### config.mk
export PLATFORM = sky130hd
export DESIGN_NAME = host_proc_ctl_reg
export DESIGN_NICKNAME = d
export VERILOG_FILES = /design/src/rtl/hpc_pkg.sv /design/src/rtl/hpc_sync.sv /design/src/rtl/hpc_low_ctl.sv /design/src/rtl/hpc_high_ctl.sv /design/src/rtl/host_proc_ctl_reg.sv
export SDC_FILE = /design/constraint.sdc
export NUM_CORES = 1
export LEC_CHECK = 0
export BUFFER_PORTS_ARGS = -buffer_cell sky130_fd_sc_hd__buf_4
export CAP_MARGIN = 10
export CORE_UTILIZATION = 47
export CTS_CLUSTER_DIAMETER = 60
export DETAILED_ROUTE_END_ITERATION = 8
export PLACE_DENSITY = 0.82
export SYNTH_ARGS = -nofsm -noshare
export SYNTH_HDL_FRONTEND = slang
export SYNTH_HIERARCHICAL = 1
export SYNTH_SLANG_ARGS = --single-unit
### constraint.sdc
create_clock -name clk_i -period 1.4 [get_ports clk_i]
set_input_delay 0.07 -clock clk_i [delete_from_list [all_inputs] [get_ports clk_i]]
set_output_delay 0.07 -clock clk_i [all_outputs]
set_load 0.01 [all_outputs]
### src/rtl/hpc_pkg.sv
package hpc_pkg;
  localparam int unsigned MSG_W  = 3;
  localparam int unsigned BYTE_W = 8;
  localparam int unsigned WORD_W = 2 * BYTE_W;
  localparam int unsigned LANES  = WORD_W / BYTE_W;

  typedef struct packed {
    logic             int_out;
    logic [MSG_W-1:0] msg_out;
    logic             int_in;
    logic [MSG_W-1:0] msg_in;
  } hpc_low_t;

  typedef struct packed {
    logic halt;
    logic cflush;
    logic lbl;
    logic inc_rd;
    logic inc_wr;
    logic rsvd;
    logic nmi_mode;
    logic nmi;
  } hpc_high_t;
endpackage

### src/rtl/hpc_sync.sv
module hpc_sync #(
  parameter int unsigned W      = 1,
  parameter int unsigned STAGES = 2
) (
  input  logic         clk_i,
  input  logic         rst_ni,
  input  logic [W-1:0] d_i,
  output logic [W-1:0] q_o
);
  logic [STAGES-1:0][W-1:0] st_q;

  always_ff @(posedge clk_i or negedge rst_ni) begin
    if (!rst_ni) begin
      st_q <= '0;
    end else begin
      st_q[0] <= d_i;
      for (int s = 1; s < int'(STAGES); s++) st_q[s] <= st_q[s-1];
    end
  end

  assign q_o = st_q[STAGES-1];
endmodule

### src/rtl/hpc_low_ctl.sv
module hpc_low_ctl
  import hpc_pkg::*;
(
  input  logic              clk_i,
  input  logic              rst_ni,
  input  logic              h_wr_i,
  input  logic [BYTE_W-1:0] h_wdata_i,
  input  logic              p_wr_i,
  input  logic [BYTE_W-1:0] p_wdata_i,
  output hpc_low_t          low_o
);
  hpc_low_t q, n, hw, pw;

  assign hw = hpc_low_t'(h_wdata_i);
  assign pw = hpc_low_t'(p_wdata_i);

  // clears first, sets last: a set meeting a clear wins
  always_comb begin
    n = q;
    if (h_wr_i) n.msg_in  = hw.msg_in;
    if (p_wr_i) n.msg_out = pw.msg_out;
    if (p_wr_i && !pw.int_in)  n.int_in  = 1'b0;
    if (h_wr_i &&  hw.int_in)  n.int_in  = 1'b1;
    if (h_wr_i && !hw.int_out) n.int_out = 1'b0;
    if (p_wr_i &&  pw.int_out) n.int_out = 1'b1;
  end

  always_ff @(posedge clk_i or negedge rst_ni) begin
    if (!rst_ni) q <= '0;
    else         q <= n;
  end

  assign low_o = q;
endmodule

### src/rtl/hpc_high_ctl.sv
module hpc_high_ctl
  import hpc_pkg::*;
(
  input  logic              clk_i,
  input  logic              rst_ni,
  input  logic              hcs_i,
  input  logic              h_wr_i,
  input  logic [BYTE_W-1:0] h_wdata_i,
  input  logic              p_wr_i,
  input  logic [BYTE_W-1:0] p_wdata_i,
  input  logic              nmi_ack_i,
  output hpc_high_t         high_o,
  output logic              init_o
);
  hpc_high_t q, n, wd;
  logic      init_q;

  assign wd = hpc_high_t'(h_wr_i ? h_wdata_i : p_wdata_i);

  always_comb begin
    n = q;
    if (nmi_ack_i) n.nmi = 1'b0;
    if (h_wr_i || p_wr_i) begin
      n      = wd;
      n.rsvd = 1'b0;
    end
    if (init_q) n.halt = hcs_i;
  end

  always_ff @(posedge clk_i or negedge rst_ni) begin
    if (!rst_ni) begin
      q      <= '0;
      q.halt <= 1'b1;
      init_q <= 1'b1;
    end else begin
      q      <= n;
      init_q <= 1'b0;
    end
  end

  assign high_o = q;
  assign init_o = init_q;
endmodule

### src/rtl/host_proc_ctl_reg.sv
module host_proc_ctl_reg
  import hpc_pkg::*;
#(
  parameter int unsigned SYNC_STAGES = 2
) (
  input  logic              clk_i,
  input  logic              rst_ni,
  input  logic              hcs_i,
  input  logic              host_we_i,
  input  logic [LANES-1:0]  host_be_i,
  input  logic [WORD_W-1:0] host_wdata_i,
  output logic [WORD_W-1:0] host_rdata_o,
  input  logic              proc_we_i,
  input  logic [LANES-1:0]  proc_be_i,
  input  logic [WORD_W-1:0] proc_wdata_i,
  output logic [WORD_W-1:0] proc_rdata_o,
  input  logic              nmi_ack_i,
  output logic              host_int_no,
  output logic              int_pend_o,
  output logic              nmi_req_o,
  output logic              nmi_mode_o,
  output logic              halt_o,
  output logic              cache_flush_o,
  output logic              inc_wr_o,
  output logic              inc_rd_o,
  output logic              lbl_o
);
  localparam int unsigned SYNC_W = 1 + LANES + WORD_W;

  logic              hs_we;
  logic [LANES-1:0]  hs_be;
  logic [WORD_W-1:0] hs_wdata;
  logic [LANES-1:0]  hs_lane, p_lane;
  hpc_low_t          low;
  hpc_high_t         high;
  logic              init;
  logic [WORD_W-1:0] word;

  hpc_sync #(.W(SYNC_W), .STAGES(SYNC_STAGES)) u_sync (
    .clk_i (clk_i),
    .rst_ni(rst_ni),
    .d_i   ({host_we_i, host_be_i, host_wdata_i}),
    .q_o   ({hs_we, hs_be, hs_wdata})
  );

  for (genvar b = 0; b < int'(LANES); b++) begin : g_lane
    assign hs_lane[b] = hs_we & hs_be[b];
    assign p_lane[b]  = proc_we_i & proc_be_i[b];
  end

  hpc_low_ctl u_low (
    .clk_i    (clk_i),
    .rst_ni   (rst_ni),
    .h_wr_i   (hs_lane[0]),
    .h_wdata_i(hs_wdata[BYTE_W-1:0]),
    .p_wr_i   (p_lane[0]),
    .p_wdata_i(proc_wdata_i[BYTE_W-1:0]),
    .low_o    (low)
  );

  hpc_high_ctl u_high (
    .clk_i    (clk_i),
    .rst_ni   (rst_ni),
    .hcs_i    (hcs_i),
    .h_wr_i   (hs_lane[1]),
    .h_wdata_i(hs_wdata[WORD_W-1:BYTE_W]),
    .p_wr_i   (p_lane[1]),
    .p_wdata_i(proc_wdata_i[WORD_W-1:BYTE_W]),
    .nmi_ack_i(nmi_ack_i),
    .high_o   (high),
    .init_o   (init)
  );

  assign word          = {high, low};
  assign host_rdata_o  = word;
  assign proc_rdata_o  = word;
  assign host_int_no   = ~low.int_out;
  assign int_pend_o    = low.int_in;
  assign nmi_req_o     = high.nmi;
  assign nmi_mode_o    = high.nmi_mode;
  assign halt_o        = high.halt;
  assign cache_flush_o = high.cflush;
  assign inc_wr_o      = high.inc_wr;
  assign inc_rd_o      = high.inc_rd;
  assign lbl_o         = high.lbl;
endmodule

Word-level counts from Yosys, hierarchy flattened
Cells that the tools add are included.
{"block": "totals", "mem_bits_ro": 0, "output_inout_bits": 41, "latchBits": 0, "mem_count": 0, "ramBits": 0, "input_bits": 42, "register_bits": 54}
{"block": "classes", "add_sub_neg": 0, "div_mod_pow": 0, "multipliers": 0, "bitwise": 5, "eq_ne": 0, "order_cmp": 0, "mux": 8, "shift": 0, "n_reduce_logical": 11}
{"op": "8-bit two-way mux", "n": 2}
{"op": "2-bit nonzero test", "n": 4}
{"op": "1-bit two-way mux", "n": 6}
{"op": "1-bit AND", "n": 4}
{"op": "1-bit logical AND", "n": 4}
{"op": "1-bit logical NOT", "n": 2}
{"op": "1-bit logical OR", "n": 1}
{"op": "1-bit inverter", "n": 1}

Logic depth before layout (Yosys ltp)
Gate-level depths: netlist of the first run.
{"block": "logic_depth", "depth_word": 4, "mapped_depth": 5, "ltp_nobuf": 4}

By module
Netlist of the first run, hierarchy kept.
{"module": "hpc_sync", "area_each_um2": 1093.5, "instances": 1, "cells_each": 57}
{"module": "hpc_high_ctl", "area_each_um2": 376.6, "instances": 1, "cells_each": 35}
{"module": "hpc_low_ctl", "area_each_um2": 297.8, "instances": 1, "cells_each": 18}
{"module": "host_proc_ctl_reg", "area_each_um2": 209.0, "instances": 1, "cells_each": 29}

Least setup slack after synthesis of the first run
No wires, ideal clock.
{"block": "synth_path", "path_kind": "reg2reg", "from": "register u_sync.st_q, in the netlist u_sync/q_o[17]", "to": "register u_high.q, in the netlist u_high/high_o[6]", "setup_time_ns": 0.135, "t_arrival_ns": 0.944, "path_stages_with_launch": 6, "slack_ns": 0.321, "path_cell_list": "dfrtp_1 buf_4 and2_1 clkbuf_1 nand2_1 o21ai_0"}
{"block": "synth_between", "elab_chain_cells": 2, "word_cells_on_any_way": 3, "cone_classes": "1 x mux; 1 x bitwise; 1 x reduce/logical"}
{"element": "start, declared", "line": "hpc_sync.sv:10", "text": "logic [STAGES-1:0][W-1:0] st_q;"}
{"element": "1-bit AND (*)", "line": "host_proc_ctl_reg.sv:47", "text": "assign hs_lane[b] = hs_we & hs_be[b];"}
{"element": "net hs_lane[1]", "line": "host_proc_ctl_reg.sv:33", "text": "logic [LANES-1:0] hs_lane, p_lane;"}
{"element": "8-bit two-way mux or 1-bit logical OR (tied branches)", "line": "hpc_high_ctl.sv:18, hpc_high_ctl.sv:23"}
{"element": "end signal, assigned", "line": "hpc_high_ctl.sv:36", "text": "q <= n;"}
{"element": "end, declared", "line": "hpc_high_ctl.sv:15", "text": "hpc_high_t q, n, wd;"}
The timed path passes the listed nets; every way through them passes the cells marked *.
A chain may end at the register's enable or synchronous reset.

Worst setup path after layout of the first run
{"block": "layout_path", "from": "register u_sync.st_q, in the netlist u_sync/q_o[18]", "to": "register u_low.q, in the netlist u_low/low_o[2]"}
{"block": "layout_between", "elab_chain_cells": 1}
{"element": "1-bit AND", "line": "host_proc_ctl_reg.sv:47"}
{"element": "net hs_lane[0]", "line": "host_proc_ctl_reg.sv:33"}
{"element": "end signal, assigned", "line": "hpc_low_ctl.sv:30", "text": "else q <= n;"}
{"element": "end, declared", "line": "hpc_low_ctl.sv:12", "text": "hpc_low_t q, n, hw, pw;"}
The timed path passes the listed nets, and every way through them passes these cells.

==> impl_metrics.yaml, run 1 <==
detailed_routing:
  avgRoutedWirePerCell_um: 11.9
  wirelength_met1_mm: 1.04
  routed_wirelength_mm: 2.77
  antenna_violating_nets_post_route: 0
  detail_route_met3_wl_um: 244
  drtPass1Iterations: 4
  vias: 1016
  remaining_drc_errors: 0
  initialDrtViolationCount: 27
  detail_route.vias_per_cell: 4.38
  topRoutingLayerUsed: "met4"
  route.met2.wl_mm: 1.42
sta:
  slew-limit-headroom_pct: 64.3
  fin_crit_sh_pct: 75.1
  timing.final.hold_violations: 0
  sum_of_negative_setup_slack_ps: 0
  clock_skew_ps: 5.52
  rsz0062_at_grt: "no"
  hold_ws_ps: 12.0
  highest_attainable_clock_frequency_mhz: 951
  tightest_slew_ps: 535
  maxSlewViolCount: 0
  post-route-min-period_ps: 1050
  setup_viol: 0
cells_and_area:
  area_growth_pct: 33.1
  layout-drive-gt1-share_pct: 48.4
  n_antenna_cell: 0
  fill_cells: 238
  final_core_area_utilization_pct: 67.5
  layout.cell_area.non_filler_um2: 2320
  layout.nets: 227
place:
  placed_area_um2: 2040
  port_buffers: 72
  detailed_place_hpwl_mm: 1.94
  routabilityCongestion: 0.711
global_routing:
  grt_pass1_vias: 1056
  grt_first_pass_wirelength_mm: 4.71
  grt_max_degree: 47
  grt_overflow_total: 0
  antenna_found_initial: 0
  grt_use_total_pct: 15.9
critical_path:
  required_ps: 1580
  timing.critical_path.fanout_max: 5
  critical_path_capture_point_type: "flip-flop"
  crit_path_arrival_time_ps: 1240
  criticalPathCategory: "reg2reg"
  worst_setup_path_start_kind: "flip-flop"
power_and_ir_drop:
  total_leakage_power_nw: 1.13
  post_layout_total_power_mw: 2.87
  ir_worst_vdd_mv: 0.783
  powerDensity_nw_per_um2: 1230
floorplan:
  die-width_um: 63.0
  core.rowCount: 21
  floorplan.io_pins: 83
  dieHeight_um: 63.0
  floorplan.initialDensity_pct: 50.7
  design.die.area_um2: 3960
  placeableCoreArea_um2: 3440
clock_network:
  cts.reportedPaths.clkPinSlew_ps: 90
  cts_buffer_depth: 2
  cts-buffers-inserted: 5
  clock_latency_ps: 290
  tritoncts: "built"
  cts_num_sinks: 46
  cts_resized: 0
  cts_max_level: 2
  cts-root-buf: "sky130_fd_sc_hd__clkbuf_8"
worst_hold_path:
  hp_class: "in2reg"
logic_synthesis:
  syn_avg_cell_area_um2: 13.8
  post_synth_instance_area_um2: 1750
  syn_inst: 127
  synthesis_warning_total: 6
flow_run:
  max_cap_violations: 0
run_status:
  outcome: "complete, no violations"
through the flow:
| stage | setup slack [ps] | instances |
|---|---|---|
| after floorplan | 321 | 128 |
| after global placement | 365 | 205 |
| after detailed placement | 340 | 205 |
| after CTS | 329 | 232 |
| after global routing | 254 | 232 |
| final | 348 | 232 |
area by class of cell:
cell class	count	area (um^2)	share of cell area, %
clock buffer	5	68.8	2.96
clock inverter	3	25.0	1.08
inverter	1	3.75	0.161
multi-input combinational	39	278	11.9
sequential	46	1150	49.6
tap	46	57.6	2.48
timing repair buffer	92	738	31.8
cells in the final DEF (no fill, tap or decap), types with 2 or more instances in the layout:
cell and n:
sky130_fd_sc_hd__buf_4 73, sky130_fd_sc_hd__dfrtp_1 44, sky130_fd_sc_hd__dlygate4sd3_1 19, sky130_fd_sc_hd__nand2_1 7, sky130_fd_sc_hd__mux2i_1 6, sky130_fd_sc_hd__o21ai_0 6
sky130_fd_sc_hd__mux2_2 6, sky130_fd_sc_hd__clkbuf_8 5, sky130_fd_sc_hd__and2_1 4, sky130_fd_sc_hd__conb_1 2, sky130_fd_sc_hd__dfstp_2 2, sky130_fd_sc_hd__nand2b_1 2
sky130_fd_sc_hd__a22o_1 2
layer usage:
metal,global-route usage (%),vias up
met2,26.7,51
met4,9.88,0
met1,16.2,479
met5,0,-
li1,-,479
met3,6.57,7
registers in the layout, indices dropped and copies added, names as in the netlist:
register	count
u_high/init_o	1
u_sync/q_o	15
u_sync/st_q	15
u_high/high_o	7
u_low/low_o	8
critical path, stage by stage (launching register included):
cell and delay, ps:
sky130_fd_sc_hd__dfrtp_1 340, sky130_fd_sc_hd__and2_1 240, sky130_fd_sc_hd__mux2_2 360
path summary, 6_finish.rpt:
kind                            slack, ps             from             end  cells past startpoint
worst max-delay path                  350   u_sync/q_o[18]  u_low/low_o[2]                      2
worst min-delay path                   10  proc_wdata_i[4]  u_low/low_o[4]                      2
worst max register to register        350   u_sync/q_o[18]  u_low/low_o[2]                      2
worst min register to register        350  u_sync/st_q[11]  u_sync/q_o[11]                      0
max in group asynchronous             740           rst_ni   u_high/init_o                      2
min in group asynchronous             290           rst_ni  u_low/low_o[5]                      2
repair_timing:
| action | CTS | global route |
|---|---|---|
| hold endpoints to repair | 62 | 0 |
| hold buffers | 19 | 0 |
| setup buffers | 0 | 0 |
power by group:
part | internal [mW] | switching, mW | leakage [nW]
sequential | 1.44 | 0.0710 | 0.537
combinational | 0.333 | 0.226 | 0.545
clock | 0.360 | 0.442 | 0.0447
total | 2.13 | 0.739 | 1.13
Note: power is estimated with default switching activity, not from simulation.
==> run 2: changes to the inputs <==
- clock period: 1.4 -> 1 ns (I/O delays scaled with it)
==> run 2 against run 1 <==
Against the previous run: the flow now finishes with violations (negative setup slack); clock-buffer cell count unchanged; clock skew up 0.78 ps; sequential power up 40%; sequential share of layout area down 1.1 points; worst setup slack worse by 370 ps; combinational power up 43%; register-to-register slack worse by 350 ps; flip-flop and latch count unchanged; critical path depth down 1.
==> impl_metrics.yaml, run 2 (same netlist as run 1, synthesis figures left out) <==
clock_network:
  cts.reportedPaths.clkPinSlew_ps: 80
  cts_max_level: 2
  cts_setup_buffers: 0
  clock_latency_ps: 290
  cts_buffer_depth: 2
  cts-buffers-inserted: 5
  tritoncts: "built"
  cts_num_sinks: 46
  cts-root-buf: "sky130_fd_sc_hd__clkbuf_8"
cells_and_area:
  final_core_area_utilization_pct: 69.0
  final_common_cell: "sky130_fd_sc_hd__buf_4"
  area_growth_pct: 36.0
  instances_no_fill: 235
  layout.nets: 230
  layout.cell_area.non_filler_um2: 2380
  layout-drive-gt1-share_pct: 49.2
  layout.cells.most_common_list: "74 x sky130_fd_sc_hd__buf_4, 44 x sky130_fd_sc_hd__dfrtp_1, 21 x sky130_fd_sc_hd__dlygate4sd3_1"
  n_antenna_cell: 0
floorplan:
  floorplan.initialDensity_pct: 50.7
  core.rowCount: 21
  dieHeight_um: 63.0
  floorplan.io_pins: 83
  die-width_um: 63.0
  design.die.area_um2: 3960
  placeableCoreArea_um2: 3440
sta:
  sum_of_negative_setup_slack_ps: -54.8
  tightest_slew_ps: 528
  setup_viol: 4
  highest_attainable_clock_frequency_mhz: 980
  clock_skew_ps: 6.31
  timing.final.hold_violations: 0
  hold_ws_ps: 51.3
  fin_crit_sh_pct: 102
  slew-limit-headroom_pct: 64.8
  final_critical_path_setup_slack_ps: -20.1
  post-route-min-period_ps: 1020
  maxSlewViolCount: 0
  rsz0062_at_grt: "yes"
place:
  port_buffers: 72
  routabilityCongestion: 0.684
  placed_area_um2: 2050
  detailed_place_hpwl_mm: 1.92
  preCtsSetupSlack_ps: 32.3
  dpl.cell_count: 206
critical_path:
  cp_slowest_cell: "sky130_fd_sc_hd__dfstp_2"
  crit_path_arrival_time_ps: 970
  worst_path_dominant_cell_family: "flip-flops"
  path_buf_inv: 1
  criticalPathCategory: "reg2out"
  required_ps: 950
  timing.critical_path.fanout_max: 4
  critical_path_capture_point_type: "output pin"
  path_cells: "buf_4"
  worst_setup_path_start_kind: "flip-flop"
  stage_delay_of_the_slowest_cell_on_the_critical_path_ps: 560
detailed_routing:
  detail_route.vias_per_cell: 4.37
  vias: 1026
  avgRoutedWirePerCell_um: 12.0
  antenna_violating_nets_post_route: 0
  remaining_drc_errors: 0
  initialDrtViolationCount: 39
  drtPass1Iterations: 4
  routed_wirelength_mm: 2.82
global_routing:
  grt_pass1_vias: 1056
  grt_use_total_pct: 16.4
  grt_first_pass_wirelength_mm: 4.79
  grt_max_degree: 47
  grt.busiest_layer: "met2"
  globalRouteMet3Util_pct: 5.47
  antenna_found_initial: 0
  grt_util_met2_pct: 28.9
  met1_usage_pct: 17.2
  grt_overflow_total: 0
power_and_ir_drop:
  ir_worst_vdd_mv: 1.11
  power.combinational.fraction_pct: 19.0
  post_layout_total_power_mw: 4.20
  power.share.sequential_pct: 50.3
  total_leakage_power_nw: 1.16
  net-switching-power_mw: 0.969
  powerDensity_nw_per_um2: 1770
  power.internal_mw: 3.23
  swShare_pct: 23.1
  pwr-share-clk_pct: 30.7
worst_hold_path:
  hp_class: "in2reg"
run_status:
  failing_checks: "negative setup slack"
  outcome: "complete, but fails checks"
flow_run:
  max_cap_violations: 0
==> run 2: timing repair <==
action | CTS | global route
hold endpoints to repair | 64 | 0
hold buffers | 21 | 0
resized for setup | 0 | 1
endpoints found under the setup margin | 3 | 5
pin swaps | 0 | 1
==> run 2: per-layer routing <==
layer | wire, um | vias to the layer above
met1 | 1040 | 481
met5 | 0 | -
met2 | 1510 | 55
li1 | - | 485
met3 | 226 | 5
met4 | 45 | 0
==> run 2: worst paths after layout <==
check	startpoint	endpoint	slack, ps	cells after the start
min in group asynchronous	rst_ni	u_low/low_o[4]	280	2
worst min-delay path	proc_wdata_i[11]	u_high/high_o[3]	50	3
worst max-delay path	u_high/high_o[7]	host_rdata_o[15]	-20	1
max in group asynchronous	rst_ni	u_high/init_o	340	2
worst max register to register	u_high/high_o[7]	u_high/high_o[7]	0	3
worst min register to register	u_sync/st_q[11]	u_sync/q_o[11]	350	0
==> run 2: final cells by class <==
class,instances,area (um^2)
clock buffers,5,68.8
clock inverters,3,40.0
fillers,250,1070
inverters,1,3.75
multi-input cells,39,287
flip-flops and latches,46,1150
well taps,46,57.6
repair buffers,95,766
==> run 2: power by group through the flow <==
stage               registers (mW)  clock network (mW)  logic, mW
finish                        2.11                1.29      0.797
global route                  2.13                1.40      0.858
CTS                           2.11                1.34      0.799
detailed placement            2.15                   0      0.732
global placement              2.13                   0      0.722
floorplan                     2.17                   0      0.433
==> run 2: worst min-delay path, stage by stage <==
cell and delay (ps):
sky130_fd_sc_hd__buf_4 80, sky130_fd_sc_hd__mux2i_1 50, sky130_fd_sc_hd__o21ai_0 130
